**config.mk**
```make
export PLATFORM = sky130hd
export DESIGN_NAME = hz_ctrl_unit
export DESIGN_NICKNAME = d
export VERILOG_FILES = /design/src/rtl/hz_pkg.sv /design/src/rtl/hz_fwd_pick.sv /design/src/rtl/hz_load_interlock.sv /design/src/rtl/hz_branch_flush.sv /design/src/rtl/hz_ctrl_unit.sv
export SDC_FILE = /design/constraint.sdc
export NUM_CORES = 1
export LEC_CHECK = 0
export BUFFER_PORTS_ARGS = -buffer_cell sky130_fd_sc_hd__buf_4
export CAP_MARGIN = 20
export CORE_MARGIN = 1.5
export CORE_UTILIZATION = 35
export DETAILED_ROUTE_END_ITERATION = 6
export PLACE_DENSITY = 0.89
export RECOVER_POWER = 25
export SYNTH_ARGS = -nofsm -noshare
export SYNTH_HDL_FRONTEND = slang
export SYNTH_HIERARCHICAL = 1
export SYNTH_SLANG_ARGS = --single-unit
```
**constraint.sdc**
```tcl
create_clock -name vclk -period 1.33
set_input_delay 0.133 -clock vclk [all_inputs]
set_output_delay 0.133 -clock vclk [all_outputs]
set_load 0.05 [all_outputs]
```
**src/rtl/hz_pkg.sv**
```systemverilog
package hz_pkg;

    typedef enum logic [1:0] {
        FWD_RF = 2'b00,
        FWD_WB = 2'b01,
        FWD_XM = 2'b10
    } fwd_sel_e;

    typedef struct packed {
        logic stall;
        logic bubble;
        logic flush;
    } hz_ctl_t;

endpackage

```
**src/rtl/hz_fwd_pick.sv**
```systemverilog
module hz_fwd_pick
    import hz_pkg::*;
#(
    parameter int REG_AW = 5
) (
    input  logic [REG_AW-1:0] src,
    input  logic [REG_AW-1:0] xm_dst,
    input  logic              xm_wr_en,
    input  logic [REG_AW-1:0] mw_dst,
    input  logic              mw_wr_en,
    output fwd_sel_e          sel_d
);
    localparam logic [REG_AW-1:0] ZERO_REG = '0;

    logic hit_xm;
    logic hit_wb;

    always_comb begin
        hit_xm = xm_wr_en && (xm_dst != ZERO_REG) && (xm_dst == src);
        hit_wb = mw_wr_en && (mw_dst != ZERO_REG) && (mw_dst == src);
        if (hit_xm) begin
            sel_d = FWD_XM;
        end else if (hit_wb) begin
            sel_d = FWD_WB;
        end else begin
            sel_d = FWD_RF;
        end
    end
endmodule

```
**src/rtl/hz_load_interlock.sv**
```systemverilog
module hz_load_interlock #(
    parameter int REG_AW  = 5,
    parameter int NUM_SRC = 2
) (
    input  logic [NUM_SRC-1:0][REG_AW-1:0] id_src,
    input  logic [REG_AW-1:0]              ex_dst,
    input  logic                           ex_is_load,
    output logic                           hold_d
);
    localparam logic [REG_AW-1:0] ZERO_REG = '0;

    logic [NUM_SRC-1:0] hit;

    for (genvar s = 0; s < NUM_SRC; s++) begin : g_cmp
        assign hit[s] = (id_src[s] == ex_dst);
    end

    always_comb begin
        hold_d = ex_is_load && (ex_dst != ZERO_REG) && (|hit);
    end
endmodule

```
**src/rtl/hz_branch_flush.sv**
```systemverilog
module hz_branch_flush (
    input  logic br_taken,
    input  logic hold,
    output logic flush_d
);
    always_comb begin
        flush_d = br_taken && !hold;
    end
endmodule

```
**src/rtl/hz_ctrl_unit.sv**
```systemverilog
module hz_ctrl_unit
    import hz_pkg::*;
#(
    parameter int REG_AW = 5
) (
    input  logic              clk,
    input  logic              rst_n,
    input  logic [REG_AW-1:0] id_src_a,
    input  logic [REG_AW-1:0] id_src_b,
    input  logic              id_br_taken,
    input  logic [REG_AW-1:0] ex_src_a,
    input  logic [REG_AW-1:0] ex_src_b,
    input  logic [REG_AW-1:0] ex_dst,
    input  logic              ex_is_load,
    input  logic [REG_AW-1:0] xm_dst,
    input  logic              xm_wr_en,
    input  logic [REG_AW-1:0] mw_dst,
    input  logic              mw_wr_en,
    output logic [1:0]        fwd_a,
    output logic [1:0]        fwd_b,
    output logic              stall,
    output logic              bubble,
    output logic              flush
);
    localparam int NUM_SRC = 2;
    localparam logic [REG_AW-1:0] ZERO_REG = '0;

    logic [NUM_SRC-1:0][REG_AW-1:0] ex_src;
    logic [NUM_SRC-1:0][REG_AW-1:0] id_src;
    fwd_sel_e [NUM_SRC-1:0]          sel_d;
    logic                            hold_d;
    logic                            flush_d;
    hz_ctl_t                         ctl_d;

    assign ex_src = {ex_src_b, ex_src_a};
    assign id_src = {id_src_b, id_src_a};

    for (genvar s = 0; s < NUM_SRC; s++) begin : g_opnd
        hz_fwd_pick #(.REG_AW(REG_AW)) i_pick (
            .src      (ex_src[s]),
            .xm_dst   (xm_dst),
            .xm_wr_en (xm_wr_en),
            .mw_dst   (mw_dst),
            .mw_wr_en (mw_wr_en),
            .sel_d    (sel_d[s])
        );
    end

    hz_load_interlock #(.REG_AW(REG_AW), .NUM_SRC(NUM_SRC)) i_lock (
        .id_src     (id_src),
        .ex_dst     (ex_dst),
        .ex_is_load (ex_is_load),
        .hold_d     (hold_d)
    );

    hz_branch_flush i_flush (
        .br_taken (id_br_taken),
        .hold     (hold_d),
        .flush_d  (flush_d)
    );

    always_comb begin
        ctl_d        = '0;
        ctl_d.stall  = hold_d;
        ctl_d.bubble = hold_d;
        ctl_d.flush  = flush_d;
    end

    assign fwd_a  = sel_d[0];
    assign fwd_b  = sel_d[1];
    assign stall  = ctl_d.stall;
    assign bubble = ctl_d.bubble;
    assign flush  = ctl_d.flush;

    // Each select carries one of the three defined codes
    p_sel_legal_r1: assert property (@(posedge clk) disable iff (!rst_n)
        (fwd_a != 2'b11) && (fwd_b != 2'b11));

    // A write-back select means the nearer stage did not claim that operand
    p_wb_yields_r4: assert property (@(posedge clk) disable iff (!rst_n)
        (fwd_a == FWD_WB) |-> !(xm_wr_en && (xm_dst == ex_src_a)));

    // Register 0 never sources a forward
    p_zero_src_r5: assert property (@(posedge clk) disable iff (!rst_n)
        (ex_src_b == ZERO_REG) |-> (fwd_b == FWD_RF));

    // A stall always comes with a bubble
    p_stall_bubble_r6: assert property (@(posedge clk) disable iff (!rst_n)
        stall |-> bubble);

    // A stall only arises from a load in execute
    p_stall_needs_load_r7: assert property (@(posedge clk) disable iff (!rst_n)
        stall |-> ex_is_load);

    // The stall suppresses the branch flush
    p_stall_over_flush_r10: assert property (@(posedge clk) disable iff (!rst_n)
        stall |-> !flush);

    // A flush only arises from a taken branch
    p_flush_needs_br_r9: assert property (@(posedge clk) disable iff (!rst_n)
        flush |-> id_br_taken);
endmodule

```
==> results by group, run 1 <==
Logic synthesis
  • Yosys warns: 6
  • Synth top area cells: xnor2_1 26%, xor2_1 23%, o41ai_2 7.0%
  • Synth cell types: 15
  • Yosys top cell area share: 0.264
  • Post-synth top area cell: xnor2_1
  • Syn Inst Count: 61
  • Most common cell in the netlist: xnor2_1
  • Mean Syn Cell Area: 7.61 um2
  • Post-Syn Area: 464 um2
  • Post-synthesis net count: 102
  • Post-synthesis sequential area ratio: 0
  • Commonest cells in the synthesized netlist: 14 x xnor2_1, 12 x xor2_1, 6 x nand3_1, 6 x nor3_1, 4 x nand2_1

Route
  • Avg WL per Cell: 14.1 um
  • DR vias/cell: 5.03
  • Final wirelength: 1740 um
  • Remaining antenna violation count: 0
  • DRC Markers: 0
  • Initial DRC Count: 3
  • Via count: 619
  • Drt first pass iters: 3

Critical path
  • CP endpoint kind: output port
  • Worst Setup Start Kind: input port
  • Crit path kind: in -> out
  • Crit-path cells: buf_6, or4_4, o21ai_4, a21oi_4, nor2b_4, buf_8
  • Worst path top cell family by delay: simple AND/OR/NAND/NOR gates
  • WP buf/inv: 2
  • Critical Path RT: 1200 ps
  • CP max stage delay: 540 ps
  • Worst EP arrival: 1290 ps
  • Crit path max fanout: 3
  • CP max-delay cell: or4_4

Place
  • GP Congestion: 0.764
  • DP Area: 862 um2
  • Pre-CTS setup slack: -113 ps
  • Post-placement cell count: 122
  • Post-DP HPWL: 1340 um
  • PortBufs: 46

Power
  • Max IR drop VDD: 0.212 mV
  • Power Dens Cells: 331 nW/um2
  • Leak pwr: 0.000417 uW

Die
  • DIE AREA: 1550 um2
  • # IOs: 48
  • Die Ht: 39.4 um
  • Initial Util: 0.396
  • Placement Rows: 12
  • Die W: 39.4 um
  • Core box area: 1170 um2

Layout
  • Storage cell area: 0 um2
  • Clock buffers: 0
  • Antenna diodes: 0
  • Non-filler instance count after layout: 123
  • Share of cells above drive strength 1: 0.624
  • Number of fill cells: 75
  • Area growth syn-to-layout: 113%
  • Seq_cells: 0
  • Final instance area: 991 um2
  • Finished Core Util: 0.846
  • Post-layout net count: 152

Outcome
  • Outcome: finished, violations left
  • Failing checks: setup timing

Clock tree
  • Hold Buf Count CTS: 0

STA
  • RSZ-0062 raised after global routing: true
  • Final Hold Vio Count: 0
  • Min Tclk post-route: 1420 ps
  • Final max-slew violation count: 0
  • Max-slew headroom: 0.743
  • Final worst-path cycle share: 1.07
  • Worst Tran Pin Value: 385 ps
  • FMAX: 704 MHz
  • Final WS setup: -90.2 ps
  • Endpoints failing setup: 1

Global routing
  • GRT Util Overall: 0.209
  • Largest net degree at the start of global routing: 5
  • Grt ovf: 0
  • Global-route wire length before repair: 2270 um
  • Initial antenna violation count: 0
  • Vias in the first global route: 587

Job
  • Max cap viols: 0

Hold path
  • Hold Crit Class: in -> out
[cell usage in the layout (no fill, tap or decap), types with 4 or more instances in the layout]
cell type,Yosys,final
xnor2_1,14,12
nand2_1,4,4
buf_6,0,8
nor3_1,6,4
nand3_1,6,4
buf_4,3,41
xor2_1,12,11
[cell families (layout without fill, tap and decap cells)]
family          after synthesis  in the layout  share of synthesized area
compound gates                8              8                      0.167
xor+xnor                     26             26                      0.491
buf+inv                       3             51                     0.0485
simple gates                 24             24                      0.294
[area by class of cell]
type	count	area [um2]	area share
Timing Repair Buffer	51	428	0.432
Tap cell	14	17.5	0.0177
Multi-Input combinational cell	58	546	0.551
[power by group]
| part | switching, uW | internal, uW |
|---|---|---|
| clock network | 0 | 0 |
| logic | 152 | 176 |
| registers | 0 | 0 |
[what timing repair did]
| action | in CTS | in global routing |
|---|---|---|
| setup endpoints to repair | 4 | 5 |
| pin swaps | 6 | 11 |
| buffers inserted | 0 | 1 |
| gates resized for setup | 10 | 13 |
[path summary, 6_finish.rpt]
check,startpoint,cells after the start,end
max,ex_dst[1],6,flush
min,id_br_taken,3,flush
[stage by stage]
| step | hold WS, ps | TNS (ps) | power [uW] |
|---|---|---|---|
| floorplan | 408 | -133 | 126 |
| detailed placement | 644 | -310 | 282 |
| global route | 644 | -184 | 347 |
| global placement | 640 | -229 | 272 |
| finish | 638 | -90.2 | 328 |
| CTS | 619 | -158 | 294 |
[worst min-delay path, cell delays in order]
cell and delay [ps]:
buf_4 110, nor2b_4 120, buf_8 140
[layer usage]
metal / global-route usage / vias up / wire length, um
li1: - / 311 / -
met1: 0.178 / 269 / 598
met2: 0.475 / 39 / 950
met3: 0.0511 / 0 / 190
met4: 0 / 0 / 0
met5: 0 / - / 0
Note: power is estimated with default switching activity, not from simulation.
==> inputs of run 2 (changes only) <==
--- a/config.mk
+++ b/config.mk
@@ -7,10 +7,9 @@
 export LEC_CHECK = 0
 export BUFFER_PORTS_ARGS = -buffer_cell sky130_fd_sc_hd__buf_4
 export CAP_MARGIN = 20
-export CORE_MARGIN = 1.5
-export CORE_UTILIZATION = 35
+export CORE_UTILIZATION = 34
 export DETAILED_ROUTE_END_ITERATION = 6
-export PLACE_DENSITY = 0.89
+export PLACE_DENSITY = 0.9
 export RECOVER_POWER = 25
 export SYNTH_ARGS = -nofsm -noshare
 export SYNTH_HDL_FRONTEND = slang
==> constraint.sdc (replaced) <==
create_clock -name vclk -period 1.2
set_input_delay 0.12 -clock vclk [all_inputs]
set_output_delay 0.12 -clock vclk [all_outputs]
set_load 0.05 [all_outputs]
==> run 2 against run 1 <==
Effect of this change:
- the run still ends with setup timing left
- via count is 9.5% higher
- worst setup slack lost 72 ps
- die area decreased by 2.4%
- critical path type unchanged
- largest power group unchanged
==> results by group, run 2 (same netlist as run 1, synthesis figures left out) <==
Die
  • # IOs: 48 (unchanged)
  • DIE AREA: 1520 um2 (was 1550 um2)
  • Placement Rows: 12 (unchanged)
  • Core box area: 1190 um2 (was 1170 um2)
  • Initial Util: 0.391 (was 0.396)
  • Die Ht: 39.0 um (was 39.4 um)
  • Die W: 39.0 um (was 39.4 um)

Global routing
  • Vias in the first global route: 587 (unchanged)
  • Initial antenna violation count: 0 (unchanged)
  • GRT Util Overall: 0.213 (was 0.209)
  • Grt ovf: 0 (unchanged)
  • Global-route wire length before repair: 2260 um (was 2270 um)
  • Largest net degree at the start of global routing: 5 (unchanged)

Layout
  • Seq_cells: 0 (unchanged)
  • Share of cells above drive strength 1: 0.620 (was 0.624)
  • Antenna diodes: 0 (unchanged)
  • Non-filler instance count after layout: 122 (was 123)
  • Final instance area: 1050 um2 (was 991 um2)
  • Post-layout net count: 151 (was 152)
  • Commonest non-fill, non-tap cell in the layout: buf_4 (unchanged)
  • Clock buffers: 0 (unchanged)
  • Area growth syn-to-layout: 126% (was 113%)
  • Multi-input gate area: 556 um2 (was 546 um2)
  • Most frequent cells in the layout: 27 x buf_4, 21 x buf_6, 12 x xor2_1 (was 41 x buf_4, 12 x xnor2_1, 11 x xor2_1)
  • Number of fill cells: 58 (was 75)
  • Storage cell area: 0 um2 (unchanged)

STA
  • Worst hold slack: 595 ps (was 638 ps)
  • Max-slew headroom: 0.773 (was 0.743)
  • Final worst-path cycle share: 1.14
  • Min Tclk post-route: 1360 ps
  • Setup TNS: -378 ps (was -90.2 ps)
  • Final WS setup: -163 ps (was -90.2 ps)
  • FMAX: 734 MHz
  • Final Hold Vio Count: 0 (unchanged)
  • Final max-slew violation count: 0 (unchanged)
  • Endpoints failing setup: 5 (was 1)
  • Worst Tran Pin Value: 337 ps (was 385 ps)
  • RSZ-0062 raised after global routing: true (unchanged)

Critical path
  • Crit path max fanout: 3 (unchanged)
  • Critical Path RT: 1080 ps (was 1200 ps)
  • Crit-path cells: buf_6, or4_4, o21ai_4, a21oi_4, nor2b_4, buf_8 (unchanged)
  • Worst EP arrival: 1240 ps (was 1290 ps)
  • Worst path top cell family by delay: simple AND/OR/NAND/NOR gates (unchanged)
  • CP max stage delay: 540 ps (about the same)
  • CP max-delay cell: or4_4 (unchanged)
  • Crit path kind: in -> out (unchanged)
  • Worst Setup Start Kind: input port (unchanged)
  • WP buf/inv: 2 (unchanged)
  • CP Launch Point: ex_dst[1] (unchanged)
  • CP endpoint kind: output port (unchanged)

Hold path
  • Worst Hold Path Cells: 3 (unchanged)
  • Hold Crit Start: id_br_taken (unchanged)
  • Hold EP: flush (unchanged)
  • Hold Crit Class: in -> out (unchanged)

Route
  • Via count: 678 (was 619)
  • Final wirelength: 1770 um (was 1740 um)
  • Drt first pass iters: 4 (was 3)
  • DRC Markers: 0 (unchanged)
  • Avg WL per Cell: 14.5 um (was 14.1 um)
  • Remaining antenna violation count: 0 (unchanged)
  • DR vias/cell: 5.56 (was 5.03)
  • Initial DRC Count: 10 (was 3)

Place
  • GP Congestion: 0.757 (was 0.764)
  • DP Area: 873 um2 (was 862 um2)
  • Post-DP HPWL: 1370 um (was 1340 um)
  • PortBufs: 46 (unchanged)
  • Post-placement cell count: 122 (unchanged)

Power
  • Leak pwr: 0.000436 uW (was 0.000417 uW)
  • Max IR drop VDD: 0.260 mV (was 0.212 mV)
  • Power Dens Cells: 368 nW/um2 (was 331 nW/um2)

Outcome
  • Outcome: finished, violations left (unchanged)
  • Failing checks: setup timing (unchanged)

Clock tree
  • Setup Buffers After CTS: 0 (unchanged)

Job
  • Max cap viols: 0 (unchanged)
run 2: cell count changes in the layout (fill, tap and decap cells not counted), moves of 2 or more:
| cell | change |
|---|---|
| a211oi_4 | +2 |
| nor3_1 | +2 |
| buf_4 | -14 |
| nor3_2 | -2 |
| a21oi_1 | -2 |
| a21oi_2 | +2 |
| buf_6 | +13 |
| a211oi_2 | -2 |
run 2: final cells by class:
| cell class | instances | area share |
|---|---|---|
| multi-input combinational | 58 | 0.530 |
| tap | 14 | 0.0167 |
| timing repair buffer | 50 | 0.453 |
run 2: how the worst max path moves through the flow:
stage / endpoint / slack [ps] / cells after the start
after floorplan: flush / -150 / 4
after global placement: flush / -180 / 6
after detailed placement: flush / -210 / 6
after CTS: flush / -160 / 6
after global routing: flush / -180 / 6
final: flush / -160 / 6
run 2: timing repair:
action,in CTS,in global routing
pin swaps,17,10
endpoints found under the setup margin,6,7
hold buffers,0,0
gates resized for setup,26,11
run 2: routing by layer:
metal | vias up | global-route usage | share of wire
li1 | 307 | - | -
met1 | 297 | 0.175 | 0.32
met2 | 64 | 0.475 | 0.53
met3 | 10 | 0.0405 | 0.12
met4 | 0 | 0.0603 | 0.029
met5 | - | 0 | 0
run 2: where the power goes:
group	total, uW	internal (uW)	switching [uW]
registers	0	0	0
clock network	0	0	0
logic	385	211	174
total	385	211	174
run 2: through the flow:
step                      power, uW  setup slack [ps]   util
after floorplan                 144              -148      -
after global placement          306              -183  0.736
after detailed placement        317              -207  0.736
after CTS                       355              -163  0.834
after global routing            405              -178  0.883
final                           385              -163  0.883
==> inputs of run 3 (changes only) <==
--- a/config.mk
+++ b/config.mk
@@ -7,10 +7,9 @@
 export LEC_CHECK = 0
 export BUFFER_PORTS_ARGS = -buffer_cell sky130_fd_sc_hd__buf_4
 export CAP_MARGIN = 20
-export CORE_UTILIZATION = 34
+export CORE_UTILIZATION = 35
 export DETAILED_ROUTE_END_ITERATION = 6
-export PLACE_DENSITY = 0.9
-export RECOVER_POWER = 25
+export PLACE_DENSITY = 0.89
 export SYNTH_ARGS = -nofsm -noshare
 export SYNTH_HDL_FRONTEND = slang
 export SYNTH_HIERARCHICAL = 1
==> constraint.sdc (replaced) <==
create_clock -name vclk -period 1.8
set_input_delay 0.18 -clock vclk [all_inputs]
set_output_delay 0.18 -clock vclk [all_outputs]
set_load 0.05 [all_outputs]
==> run 3 against run 2 <==
Effect of this change:
- the run now ends clean
- worst hold slack gained 140 ps
- design area decreased by 23%
- non-clock buffer count decreased by 4
- critical path depth unchanged
- cell count shrank 3.3%
- via count is 9.9% lower
- die area fell by 2.7%
- utilization fell by 19 points
- combinational power fell by 49%
- first-iteration DRC count is 90% lower
- global-route usage is 1.5 points lower
- count of clock-buffer cells in the layout unchanged
==> results by group, run 3 (same netlist as run 1, synthesis figures left out) <==
Global routing
  • Initial antenna violation count: 0 (unchanged)
  • GRT Util Overall: 0.197 (was 0.213)
  • Grt ovf: 0 (unchanged)
  • Global-route wire length before repair: 2170 um (was 2260 um)
  • Vias in the first global route: 572 (was 587)
  • Largest net degree at the start of global routing: 5 (unchanged)

Power
  • Tot Pwr: 195 uW (was 385 uW)
  • Max IR drop VDD: 0.131 mV (was 0.260 mV)
  • Leak pwr: 0.000356 uW (was 0.000436 uW)
  • Power Dens Cells: 242 nW/um2 (was 368 nW/um2)

Critical path
  • CP most frequent cell: buf_4
  • Crit path kind: in -> out (unchanged)
  • WP buf/inv: 2 (unchanged)
  • CP max-delay cell: or4_1 (was or4_4)
  • Worst path top cell family by delay: simple AND/OR/NAND/NOR gates (unchanged)
  • Critical Path RT: 1620 ps (was 1080 ps)
  • CP max stage delay: 510 ps (was 540 ps)
  • Crit-path cells: buf_4, or4_1, o21ai_1, a21oi_2, nor2b_4, buf_4 (was buf_6, or4_4, o21ai_4, a21oi_4, nor2b_4, buf_8)
  • Crit path max fanout: 3 (unchanged)
  • Worst EP arrival: 1340 ps (was 1240 ps)
  • CP endpoint kind: output port (unchanged)
  • Worst Setup Start Kind: input port (unchanged)

Clock tree
  • Setup Buffers After CTS: 0 (unchanged)
  • Hold Buf Count CTS: 0 (unchanged)
  • Post-cts sizing count: 0 (was 26)

Place
  • DP Area: 808 um2 (was 873 um2)
  • GP Congestion: 0.778 (was 0.757)
  • PortBufs: 46 (unchanged)
  • Pre-CTS setup slack: 278 ps (was -207 ps)
  • Post-DP HPWL: 1290 um (was 1370 um)

STA
  • Min Tclk post-route: 1520 ps
  • Final WS setup: 283 ps (was -163 ps)
  • Endpoints failing setup: 0 (was 5)
  • Worst Tran Pin Value: 312 ps (was 337 ps)
  • Final Hold Vio Count: 0 (unchanged)
  • Setup TNS: 0 ps (was -378 ps)
  • Final max-slew violation count: 0 (unchanged)
  • Max-slew headroom: 0.790 (was 0.773)
  • RSZ-0062 raised after global routing: false (was true)
  • FMAX: 659 MHz
  • Final worst-path cycle share: 0.843

Hold path
  • Hold Crit Class: in -> out (unchanged)

Route
  • Drt first pass iters: 4 (unchanged)
  • Via count: 611 (was 678)
  • DR vias/cell: 5.18 (was 5.56)
  • Remaining antenna violation count: 0 (unchanged)
  • Final wirelength: 1410 um (was 1770 um)
  • Initial DRC Count: 1 (was 10)
  • Avg WL per Cell: 12.0 um (was 14.5 um)
  • DRC Markers: 0 (unchanged)

Layout
  • Finished Core Util: 0.690 (was 0.883)
  • Storage cell area: 0 um2 (unchanged)
  • Antenna diodes: 0 (unchanged)
  • Seq_cells: 0 (unchanged)
  • Post-layout net count: 147 (was 151)
  • Most frequent cells in the layout: 46 x buf_4, 14 x xnor2_1, 12 x xor2_1 (was 27 x buf_4, 21 x buf_6, 12 x xor2_1)
  • Commonest non-fill, non-tap cell in the layout: buf_4 (unchanged)
  • Final instance area: 808 um2 (was 1050 um2)
  • Share of cells above drive strength 1: 0.519 (was 0.620)
  • Area growth syn-to-layout: 74.1% (was 126%)
  • Clock buffers: 0 (unchanged)

Die
  • Die Ht: 38.4 um (was 39.0 um)
  • # IOs: 48 (unchanged)
  • Placement Rows: 12 (unchanged)
  • DIE AREA: 1480 um2 (was 1520 um2)
  • Initial Util: 0.396 (was 0.391)
  • Core box area: 1170 um2 (was 1190 um2)
  • Die W: 38.4 um (was 39.0 um)

Job
  • Max cap viols: 0 (unchanged)

Outcome
  • Outcome: finished, final reports clean (was finished, violations left)
-- run 3: cell types whose count changed in the layout (fill, tap and decap cells not counted), moves of 2 or more --
cell,previous run,this run
buf_6,21,0
buf_4,27,46
xnor2_1,11,14
xnor2_2,3,0
a211oi_2,0,2
a211oi_4,2,0
a21oi_1,0,2
nor3_2,0,2
nor3_4,2,0
o41ai_2,0,2
o41ai_4,2,0
-- run 3: metal layers --
layer,GRT usage,vias up,part of all wire,wire length (um)
li1,-,302,-,-
met1,0.188,268,0.34,480
met2,0.441,41,0.53,753
met3,0.0291,0,0.13,180
met4,0.00862,0,0,0
met5,0,-,0,0
-- run 3: final timing paths --
path,startpoint,end,slack [ps],cells after the start
hold / removal,id_br_taken,flush,740,3
setup / recovery,ex_dst[1],flush,280,6
-- run 3: area by class of cell --
| type | instances | area, um2 |
|---|---|---|
| well taps | 14 | 17.5 |
| fillers | 99 | 363 |
| repair buffers | 46 | 345 |
| multi-input cells | 58 | 445 |
-- run 3: per-stage QoR --
stage / std cells / hold WS, ps
after detailed placement: 118 / 739
after floorplan: 61 / 517
after CTS: 118 / 739
after global routing: 118 / 759
after global placement: 118 / 733
final: 118 / 737
-- run 3: report_power, final --
group	switching, uW	total [uW]	internal [uW]
clock	0	0	0
combinational	89.6	195	106
sequential	0	0	0
